$ cat src/rtl/norm_shifter_pkg.sv
package norm_shifter_pkg;

   typedef enum logic [1:0] {
      SK_LOGIC = 2'd0,
      SK_ARITH = 2'd1,
      SK_ROT   = 2'd2
   } shift_kind_e;

   typedef enum logic [2:0] {
      AS_NONE = 3'd0,
      AS_CAP  = 3'd1,
      AS_ST0  = 3'd2,
      AS_ST1  = 3'd3,
      AS_ENC  = 3'd4
   } amt_src_e;

   typedef struct packed {
      amt_src_e    src;
      shift_kind_e kind;
      logic        left;
      logic        wr0;
      logic        wr1;
      logic        norm;
   } shift_ctl_t;

   function automatic shift_ctl_t decode_op(input logic [3:0] op);
      shift_ctl_t c;
      c.src  = AS_NONE;
      c.kind = SK_LOGIC;
      c.left = 1'b0;
      c.wr0  = 1'b0;
      c.wr1  = 1'b0;
      c.norm = 1'b0;
      case (op)
         4'h0: c.src = AS_CAP;
         4'h1: begin c.src = AS_CAP; c.left = 1'b1; end
         4'h2: begin c.src = AS_CAP; c.kind = SK_ROT; end
         4'h3: begin c.src = AS_CAP; c.kind = SK_ROT; c.left = 1'b1; end
         4'h4: c.src = AS_ST0;
         4'h5: begin c.src = AS_ST0; c.left = 1'b1; end
         4'h6: c.src = AS_ST1;
         4'h7: begin c.src = AS_ST1; c.left = 1'b1; end
         4'h8: c.wr0 = 1'b1;
         4'h9: c.wr1 = 1'b1;
         4'hA: begin c.src = AS_CAP; c.kind = SK_ARITH; end
         4'hB: begin c.src = AS_ST0; c.kind = SK_ARITH; end
         4'hC: begin c.src = AS_ST1; c.kind = SK_ARITH; end
         4'hD: begin c.src = AS_ENC; c.left = 1'b1; c.norm = 1'b1; end
         4'hE: begin c.src = AS_ENC; c.left = 1'b1; c.norm = 1'b1; c.wr0 = 1'b1; end
         default: begin c.src = AS_ENC; c.left = 1'b1; c.norm = 1'b1; c.wr1 = 1'b1; end
      endcase
      return c;
   endfunction

endpackage

$ cat src/rtl/lead_sign_enc.sv
module lead_sign_enc #(
   parameter int DATA_W = 16,
   parameter int CNT_W  = $clog2(DATA_W)
) (
   input  logic [DATA_W-1:0] din,
   output logic [CNT_W-1:0]  cnt
);
   logic run;

   always_comb begin
      cnt = '0;
      run = 1'b1;
      for (int i = DATA_W - 2; i >= 0; i--) begin
         if (run && (din[i] == din[DATA_W-1])) cnt = cnt + 1'b1;
         else run = 1'b0;
      end
   end
endmodule

$ cat src/rtl/shift_core.sv
module shift_core
   import norm_shifter_pkg::*;
#(
   parameter int DATA_W = 16,
   parameter int CNT_W  = $clog2(DATA_W),
   parameter bit STAGED = 1'b1
) (
   input  logic [DATA_W-1:0] din,
   input  logic [CNT_W-1:0]  amt,
   input  shift_kind_e       kind,
   input  logic              left,
   output logic [DATA_W-1:0] dout
);
   logic fill;
   assign fill = (kind == SK_ARITH) & din[DATA_W-1];

   generate
      if (STAGED) begin : g_staged
         logic [CNT_W:0][DATA_W-1:0] stg;
         assign stg[0] = din;
         for (genvar i = 0; i < CNT_W; i++) begin : g_stage
            localparam int S = 1 << i;
            assign stg[i+1] =
               !amt[i]          ? stg[i] :
               (kind == SK_ROT) ? (left ? {stg[i][DATA_W-1-S:0], stg[i][DATA_W-1:DATA_W-S]}
                                        : {stg[i][S-1:0], stg[i][DATA_W-1:S]}) :
               left             ? {stg[i][DATA_W-1-S:0], {S{1'b0}}}
                                : {{S{fill}}, stg[i][DATA_W-1:S]};
         end
         assign dout = stg[CNT_W];
      end else begin : g_flat
         logic [2*DATA_W-1:0] dbl_r, dbl_l;
         always_comb begin
            dbl_r = {din, din} >> amt;
            dbl_l = {din, din} << amt;
            if (kind == SK_ROT) dout = left ? dbl_l[2*DATA_W-1:DATA_W] : dbl_r[DATA_W-1:0];
            else if (left)      dout = din << amt;
            else                dout = (din >> amt) | ~({DATA_W{1'b1}} >> amt) & {DATA_W{fill}};
         end
      end
   endgenerate
endmodule

$ cat src/rtl/norm_ctrl.sv
module norm_ctrl #(
   parameter int CNT_W = 4
) (
   input  logic             clk,
   input  logic             rst_n,
   input  logic             clr,
   input  logic [CNT_W-1:0] amt_in,
   input  logic             wr0,
   input  logic             wr1,
   input  logic             use_enc,
   input  logic [CNT_W-1:0] enc_cnt,
   output logic [CNT_W-1:0] cap_q,
   output logic [CNT_W-1:0] st0_q,
   output logic [CNT_W-1:0] st1_q
);
   logic [CNT_W-1:0] wr_val;
   assign wr_val = use_enc ? enc_cnt : cap_q;

   always_ff @(posedge clk) begin
      if (!rst_n || clr) begin
         cap_q <= '0;
         st0_q <= '0;
         st1_q <= '0;
      end else begin
         cap_q <= amt_in;
         if (wr0) st0_q <= wr_val;
         if (wr1) st1_q <= wr_val;
      end
   end


   clr_zero_chk: assert property (@(posedge clk) disable iff (!rst_n)
      clr |=> (st0_q == '0 && st1_q == '0 && cap_q == '0));
endmodule

$ cat src/rtl/norm_shifter.sv
module norm_shifter
   import norm_shifter_pkg::*;
#(
   parameter int DATA_W = 16,
   parameter bit STAGED = 1'b1
) (
   input  logic                       clk,
   input  logic                       rst_n,
   input  logic                       clr,
   input  logic [3:0]                 op_in,
   input  logic [DATA_W-1:0]          data_in,
   input  logic [$clog2(DATA_W)-1:0]  amt_in,
   input  logic                       amt_in_only,
   output logic [DATA_W-1:0]          data_out,
   output logic [$clog2(DATA_W)-1:0]  amt_out,
   output logic                       amt_oe
);
   localparam int CNT_W = $clog2(DATA_W);

   generate
      if (DATA_W < 4 || (DATA_W & (DATA_W - 1)) != 0) begin : g_bad_width
         $error("norm_shifter: DATA_W must be a power of two, at least 4");
      end
   endgenerate

   logic [3:0]        op_q;
   logic [DATA_W-1:0] data_q;
   shift_ctl_t        ctl;
   logic [CNT_W-1:0]  enc_cnt, cap_q, st0_q, st1_q, amt_sel;

   always_ff @(posedge clk) begin
      if (!rst_n) begin
         op_q   <= '0;
         data_q <= '0;
      end else begin
         op_q   <= op_in;
         data_q <= data_in;
      end
   end

   assign ctl = decode_op(op_q);

   lead_sign_enc #(.DATA_W(DATA_W), .CNT_W(CNT_W)) u_enc (
      .din (data_q),
      .cnt (enc_cnt)
   );

   norm_ctrl #(.CNT_W(CNT_W)) u_ctrl (
      .clk     (clk),
      .rst_n   (rst_n),
      .clr     (clr),
      .amt_in  (amt_in),
      .wr0     (ctl.wr0),
      .wr1     (ctl.wr1),
      .use_enc (ctl.norm),
      .enc_cnt (enc_cnt),
      .cap_q   (cap_q),
      .st0_q   (st0_q),
      .st1_q   (st1_q)
   );

   always_comb begin
      case (ctl.src)
         AS_CAP:  amt_sel = cap_q;
         AS_ST0:  amt_sel = st0_q;
         AS_ST1:  amt_sel = st1_q;
         AS_ENC:  amt_sel = enc_cnt;
         default: amt_sel = '0;
      endcase
   end

   shift_core #(.DATA_W(DATA_W), .CNT_W(CNT_W), .STAGED(STAGED)) u_core (
      .din  (data_q),
      .amt  (amt_sel),
      .kind (ctl.kind),
      .left (ctl.left),
      .dout (data_out)
   );

   assign amt_out = enc_cnt;
   assign amt_oe  = ctl.norm & ~amt_in_only;


   pass_thru_chk: assert property (@(posedge clk) disable iff (!rst_n)
      (op_q == 4'h8 || op_q == 4'h9) |-> data_out == data_q);

   rot_ones_chk: assert property (@(posedge clk) disable iff (!rst_n)
      (op_q == 4'h2 || op_q == 4'h3) |-> $countones(data_out) == $countones(data_q));

   arith_sign_chk: assert property (@(posedge clk) disable iff (!rst_n)
      (op_q == 4'hA && data_q[DATA_W-1]) |-> data_out[DATA_W-1]);

   norm_msb_chk: assert property (@(posedge clk) disable iff (!rst_n)
      (op_q >= 4'hD && data_q != '0 && data_q != '1) |-> data_out[DATA_W-1] != data_out[DATA_W-2]);

   wr_enc_chk: assert property (@(posedge clk) disable iff (!rst_n)
      (op_q == 4'hE && !clr) |=> st0_q == $past(amt_out));

   oe_strap_chk: assert property (@(posedge clk) disable iff (!rst_n)
      amt_in_only |-> !amt_oe);
endmodule

$ cat config.mk
export PLATFORM = sky130hd
export DESIGN_NAME = norm_shifter
export DESIGN_NICKNAME = d
export VERILOG_FILES = /design/src/rtl/norm_shifter_pkg.sv /design/src/rtl/lead_sign_enc.sv /design/src/rtl/shift_core.sv /design/src/rtl/norm_ctrl.sv /design/src/rtl/norm_shifter.sv
export SDC_FILE = /design/constraint.sdc
export NUM_CORES = 1
export LEC_CHECK = 0
export ABC_AREA = 1
export BUFFER_PORTS_ARGS = -buffer_cell sky130_fd_sc_hd__buf_2
export CAP_MARGIN = 20
export CORE_AREA = 2 2 95 97
export CTS_CLUSTER_DIAMETER = 120
export DETAILED_ROUTE_END_ITERATION = 16
export DIE_AREA = 0 0 97 99
export GPL_TIMING_DRIVEN = 0
export PLACE_DENSITY_LB_ADDON = 0.3
export REMOVE_ABC_BUFFERS = 1
export SYNTH_ARGS = -nofsm -noshare
export SYNTH_HDL_FRONTEND = slang
export SYNTH_HIERARCHICAL = 1
export SYNTH_SLANG_ARGS = --single-unit
$ cat constraint.sdc
create_clock -name clk -period 14.69 [get_ports clk]
set_clock_uncertainty 0.1 [all_clocks]
set_input_delay 0.7345 -clock clk [delete_from_list [all_inputs] [get_ports clk]]
set_output_delay 0.7345 -clock clk [all_outputs]
set_load 0.02 [all_outputs]
==> results of run 1 <==
==> metrics by stage <==
stage | cell area, µm² | util (%) | worst slack, ns | hold WS (ns)
floorplan | 4030 | - | 6.84 | 0.426
global placement | 4410 | 51.6 | 5.84 | 0.443
detailed placement | 4450 | 52.1 | 5.84 | 0.463
CTS | 4560 | 53.3 | 5.50 | 0.485
global route | 4560 | 53.3 | 4.63 | 0.528
finish | 4560 | 53.3 | 5.40 | 0.488
==> state kept, by name, indices dropped and copies added, names as in the netlist <==
| name | cells |
|---|---|
| u_ctrl/cap_q | 4 |
| u_ctrl/st0_q | 4 |
| u_ctrl/st1_q | 4 |
| op_q | 4 |
| data_q | 16 |
==> cells in the final DEF (no fill, tap or decap), types with 4 or more instances in the layout <==
cell type	count
nand2_1	260
nand3_1	135
inv_1	88
buf_2	48
nor2_1	39
dfxtp_1	32
nor2_2	18
o21ai_1	12
ha_1	12
nand2_2	11
nand3_2	11
a21oi_1	11
inv_2	10
o21ai_0	10
nand4_1	8
or2_1	8
or2_2	6
nand2_4	6
xor2_1	6
clkbuf_8	5
o211ai_1	5
and2_1	4
==> routing by layer <==
metal / wire [µm] / global-route usage (%) / vias to the layer above
met5: 0 / 0 / -
met4: 241 / 5.42 / 0
met3: 597 / 3.26 / 27
met2: 5280 / 42.8 / 160
met1: 4720 / 27.9 / 2141
li1: - / - / 2451
==> kinds of logic after synthesis <==
kind of cell               synth area share [%]
AOI/OAI and AO/OA                          7.34
buffers and inverters                      14.3
xor gates and xnor gates                   1.87
DFF                                        15.2
adders and majority gates                  3.55
and+or+nand+nor                            57.8
==> power breakdown <==
part           switching (mW)  internal, mW
Combinational          0.0985        0.0518
Sequential            0.00584        0.0906
Clock                  0.0342        0.0503
==> worst max-delay path by stage <==
stage	cells after the start	start	slack, ns	end
6_report	43	data_q[15]	5.40	data_out[11]
5_1_grt	44	data_q[15]	4.63	data_out[11]
4_1_cts	42	data_q[15]	5.50	data_out[11]
3_5_place_dp	43	data_q[15]	5.84	data_out[11]
3_3_place_gp	44	data_q[15]	5.84	data_out[11]
2_1_floorplan	39	data_q[15]	6.84	data_out[13]
==> worst max-delay path, delay by kind of cell (launching register included) <==
family / cells / cell delay, ns
DFF: 1 / 0.92
adders and majority gates: 7 / 1.87
and+or+nand+nor: 24 / 3.39
AOI/OAI and AO/OA: 5 / 0.93
buffers and inverters: 7 / 1.05
==> layout make-up <==
type	instances	area (µm²)	share of cell area [%]
Timing Repair Buffer	50	270	5.93
Clock buffer	6	72.6	1.59
Inverter	106	413	9.06
Clock inverter	2	35.0	0.768
Multi-Input combinational cell	588	2990	65.6
Tap cell	108	135	2.96
Sequential cell	32	641	14.1
==> impl_metrics.tcl, run 1 <==
set metrics [dict create \
    outcome "completed" \
    holdPathEnd "u_ctrl/st0_q[2]" \
    vias_per_cell 5.36 \
    netlist_area_um2 4230 \
    hp-class "reg -> reg" \
    grt_max_degree 45 \
    yosysWarnings 6 \
    syn_inst 751 \
    startpoint_type "flop" \
    clk_pin_slew_ns 0.07 \
    drt_iter0_markers 314 \
    io_buffer_count 48 \
    relSlewSlack_pct 30.7 \
    synth_top_area_share_pct 23.1 \
    dieWidth_um 97 \
    finalSetupTns_ns 0 \
    synthArstFlopShare_pct 0 \
    yosys-top-cells-count "260 x nand2_1, 135 x nand3_1, 88 x inv_1" \
    yosysMostFrequentCell "nand2_1" \
    fin_cells 892 \
    min_from "u_ctrl/st0_q[2]" \
    nNetsFinal 823 \
    finalHoldViolCount 0 \
    postSynthAreaPerCell_um2 5.63 \
    hold_depth 4 \
    gr-usage-all-layers_pct 23.0 \
    irDropWorstVdd_uv 46.1 \
    critPathRequiredTime_ns 13.86 \
    ant_nets 0 \
    ys_types 44 \
    setup_viol 0 \
    max_freq_mhz 108 \
    rr_startpoint "data_q[15]" \
    core.rowCount 34 \
    synth-seq-cells 32 \
    endpoint_kind "output port" \
    power.density_nw_per_um2 72.7 \
    routedWlPerCell_um 12.1 \
    max_cap_viol_count 0 \
    drt_wl_total_mm 10.8 \
    cp_slowest_cell "dfxtp_1" \
    cp.arrival_ns 8.46 \
    num_vias 4779 \
    ctsHoldBuffers 0 \
    grt_pass1_wl_mm 18.9 \
    io_pins 49 \
    cpMostUsedCell "nand2_1" \
    drc 0 \
    grt_pass1_vias 4384 \
    antenna_found_initial 0 \
    synth.yosys.seq_area_share_pct 15.2 \
    dp.cells 884 \
    path_class "reg -> out" \
    drive_gt1_share_pct 17.5 \
    post_cts_buffers 0 \
    cts_root_buffer "clkbuf_8" \
    max_stage_delay_ns 0.92 \
    cts_tree "yes" \
    reg2reg_depth 37 \
    ctsResizeCount 0 \
    p_total_uw 331 \
    cp_max_fo 22 \
    fill_cells 893 \
    drt_pass1_iterations 6 \
    cts_sinks 32 \
    die_area_um2 9600 \
    period_share_pct 63.3 \
    synth_area_leaders "nand2_1 23%, nand3_1 16%, dfxtp_1 15%" \
    synth-edff-count 0 \
    ys.flop_type "dfxtp_1" \
    syn_to_final_growth_pct 7.87 \
    clk_latency_ns 0.29 \
    coreArea_um2 8550 \
    slew_viol_final 0 \
    tightestPinTransition_ns 1.04 \
    clk_path_buf_depth 2 \
    synth_top_area_cell "nand2_1" \
    htree_levels 2 \
    dp_hpwl_mm 8.52 \
    diodes 0 \
    numCtsBuffers 5 \
    reg2reg_slack_ns 8.16 \
    overflow 0 \
    place_congestion 0.907 \
    rsz0062_at_grt "no" \
    die_y_um 99 \
    min_period_ns 9.29 \
    initial_core_util_pct 49.4 \
    reg2reg_to "u_ctrl/st0_q[2]" \
    p_leak_nw 2.49 \
]
(Power assumes the default switching activity.)
==> run 2: changes to the inputs <==
==> constraint.sdc (replaced) <==
create_clock -name clk -period 7.6 [get_ports clk]
set_clock_uncertainty 0.1 [all_clocks]
set_input_delay 0.38 -clock clk [delete_from_list [all_inputs] [get_ports clk]]
set_output_delay 0.38 -clock clk [all_outputs]
set_load 0.02 [all_outputs]
==> impl_metrics.tcl, run 2 (synthesis gave the netlist of run 1 again) <==
set metrics [dict create \
    drt_pass1_iterations 6 \
    finalSetupTns_ns 0 \
    hp-class "in -> reg" \
    cp_slowest_cell "dfxtp_4" \
    max_stage_delay_ns 0.43 \
    htree_levels 2 \
    startpoint_type "flop" \
    initial_core_util_pct 49.4 \
    top_layer_used "met4" \
    vias_per_cell 5.41 \
    finalHoldViolCount 0 \
    clk_pin_slew_ns 0.07 \
    period_share_pct 94.0 \
    io_buffer_count 48 \
    relSlewSlack_pct 28.1 \
    cts_tree "yes" \
    cts_sinks 32 \
    p_switching_uw 275 \
    cp_max_fo 7 \
    hold_ws_ns 0.163 \
    max_cap_viol_count 0 \
    grt_pass1_vias 4409 \
    routedWlPerCell_um 12.6 \
    layout_commonest_cell "nand2_1" \
    finalWorstSetupSlack_ns 0.455 \
    dp_hpwl_mm 8.52 \
    drc 0 \
    numCtsBuffers 5 \
    slew_viol_final 0 \
    diodes 0 \
    drt_wl_total_mm 11.4 \
    tightestPinTransition_ns 1.07 \
    setup_viol 0 \
    p_leak_nw 2.58 \
    wl_met1_mm 4.98 \
    seqCellArea_um2 653 \
    place_ws_ns -0.900 \
    post_dp_cell_area_um2 4450 \
    io_pins 49 \
    cts_root_buffer "clkbuf_8" \
    clk_path_buf_depth 2 \
    p_int_uw 379 \
    swShare_pct 42.0 \
    critPathRequiredTime_ns 7.12 \
    p_total_uw 654 \
    wl_met2_mm 5.53 \
    die_area_um2 9600 \
    die_y_um 99 \
    min_period_ns 7.15 \
    gr-usage-all-layers_pct 23.2 \
    multi_input_area_um2 3040 \
    regMostFlops "data_q" \
    dieWidth_um 97 \
    syn_to_final_growth_pct 12.3 \
    final_cell_mix "260 x nand2_1, 135 x nand3_1, 87 x inv_1" \
    outcome "completed" \
    num_vias 4908 \
    pwr-share-comb_pct 46.6 \
    irDropWorstVdd_uv 89.3 \
    coreArea_um2 8550 \
    p_seq_share_pct 28.3 \
    stdcell_area_um2 4750 \
    nNetsFinal 838 \
    fill_cells 858 \
    overflow 0 \
    clk_latency_ns 0.29 \
    power.density_nw_per_um2 138 \
    endpoint_kind "output port" \
    drt_iter0_markers 370 \
    path_class "reg -> out" \
    core.rowCount 34 \
    wl_met3_um 708 \
    cpMostUsedCell "nand2_1" \
    cp.arrival_ns 6.67 \
    ant_nets 0 \
    reg2reg_slack_ns 1.81 \
    largest_reg_flops 16 \
    rsz0062_at_grt "no" \
    max_freq_mhz 140 \
    place_congestion 0.907 \
    grt_max_degree 45 \
    grt_pass1_wl_mm 19.1 \
    p_clk_share_pct 25.1 \
    drive_gt1_share_pct 20.9 \
    antenna_found_initial 0 \
]
-- run 2: cell count changes in the layout (fill, tap and decap cells not counted), moves of 3 or more --
cell | before | now
dfxtp_4 | 0 | 3
nor2_1 | 39 | 35
nor2_4 | 3 | 6
dfxtp_1 | 32 | 28
buf_4 | 0 | 10
-- run 2: worst paths after layout --
kind / from / end / cells after the start
worst max register to register: data_q[15] / u_ctrl/st0_q[2] / 40
worst min register to register: u_ctrl/cap_q[3] / u_ctrl/st0_q[3] / 4
worst min-delay path: data_in[0] / data_q[0] / 3
worst max-delay path: data_q[15] / data_out[15] / 44
-- run 2: power groups by stage --
stage	Combinational (mW)	Sequential [mW]	Clock, mW
detailed placement	0.288	0.190	0
global route	0.343	0.186	0.172
finish	0.305	0.185	0.164
CTS	0.291	0.186	0.167
global placement	0.278	0.190	0
floorplan	0.218	0.187	0
-- run 2: area by class of cell --
| cell class | count | area share (%) |
|---|---|---|
| sequential | 32 | 13.8 |
| tap | 108 | 2.85 |
| timing repair buffer | 65 | 8.12 |
| clock buffer | 6 | 1.53 |
| clock inverter | 2 | 0.738 |
| multi-input combinational | 588 | 64.0 |
| inverter | 106 | 9.01 |
-- run 2: what timing repair did --
item / 4_1_cts / 5_1_grt
pin swaps: 2 / 3
endpoints found under the hold margin: 0 / 0
gates resized for setup: 5 / 22
buffers inserted: 2 / 11
hold buffers: 0 / 0
cloned: 0 / 2
endpoints found under the setup margin: 16 / 16
-- run 2: metrics by stage --
step / utilization [%] / std cells
2_1_floorplan: - / 726
3_3_place_gp: 51.6 / 882
3_5_place_dp: 52.1 / 884
4_1_cts: 53.6 / 894
5_1_grt: 55.5 / 907
6_report: 55.5 / 907
-- run 2: layer usage --
metal | vias up | GRT usage, %
met3 | 21 | 3.05
met1 | 2231 | 28.2
met5 | - | 0
li1 | 2479 | -
met4 | 0 | 4.77
met2 | 177 | 43.5
-- run 2: critical path: cells and delay by family (launching register included) --
family                   cells  cell delay, ns
AND/OR/NAND/NOR             21            2.33
buffers and inverters        9            0.74
AO/OA/AOI/OAI                6            0.97
adder cells (fa/ha/maj)      7            1.76
flip-flops                   1            0.43
XOR/XNOR                     1            0.15
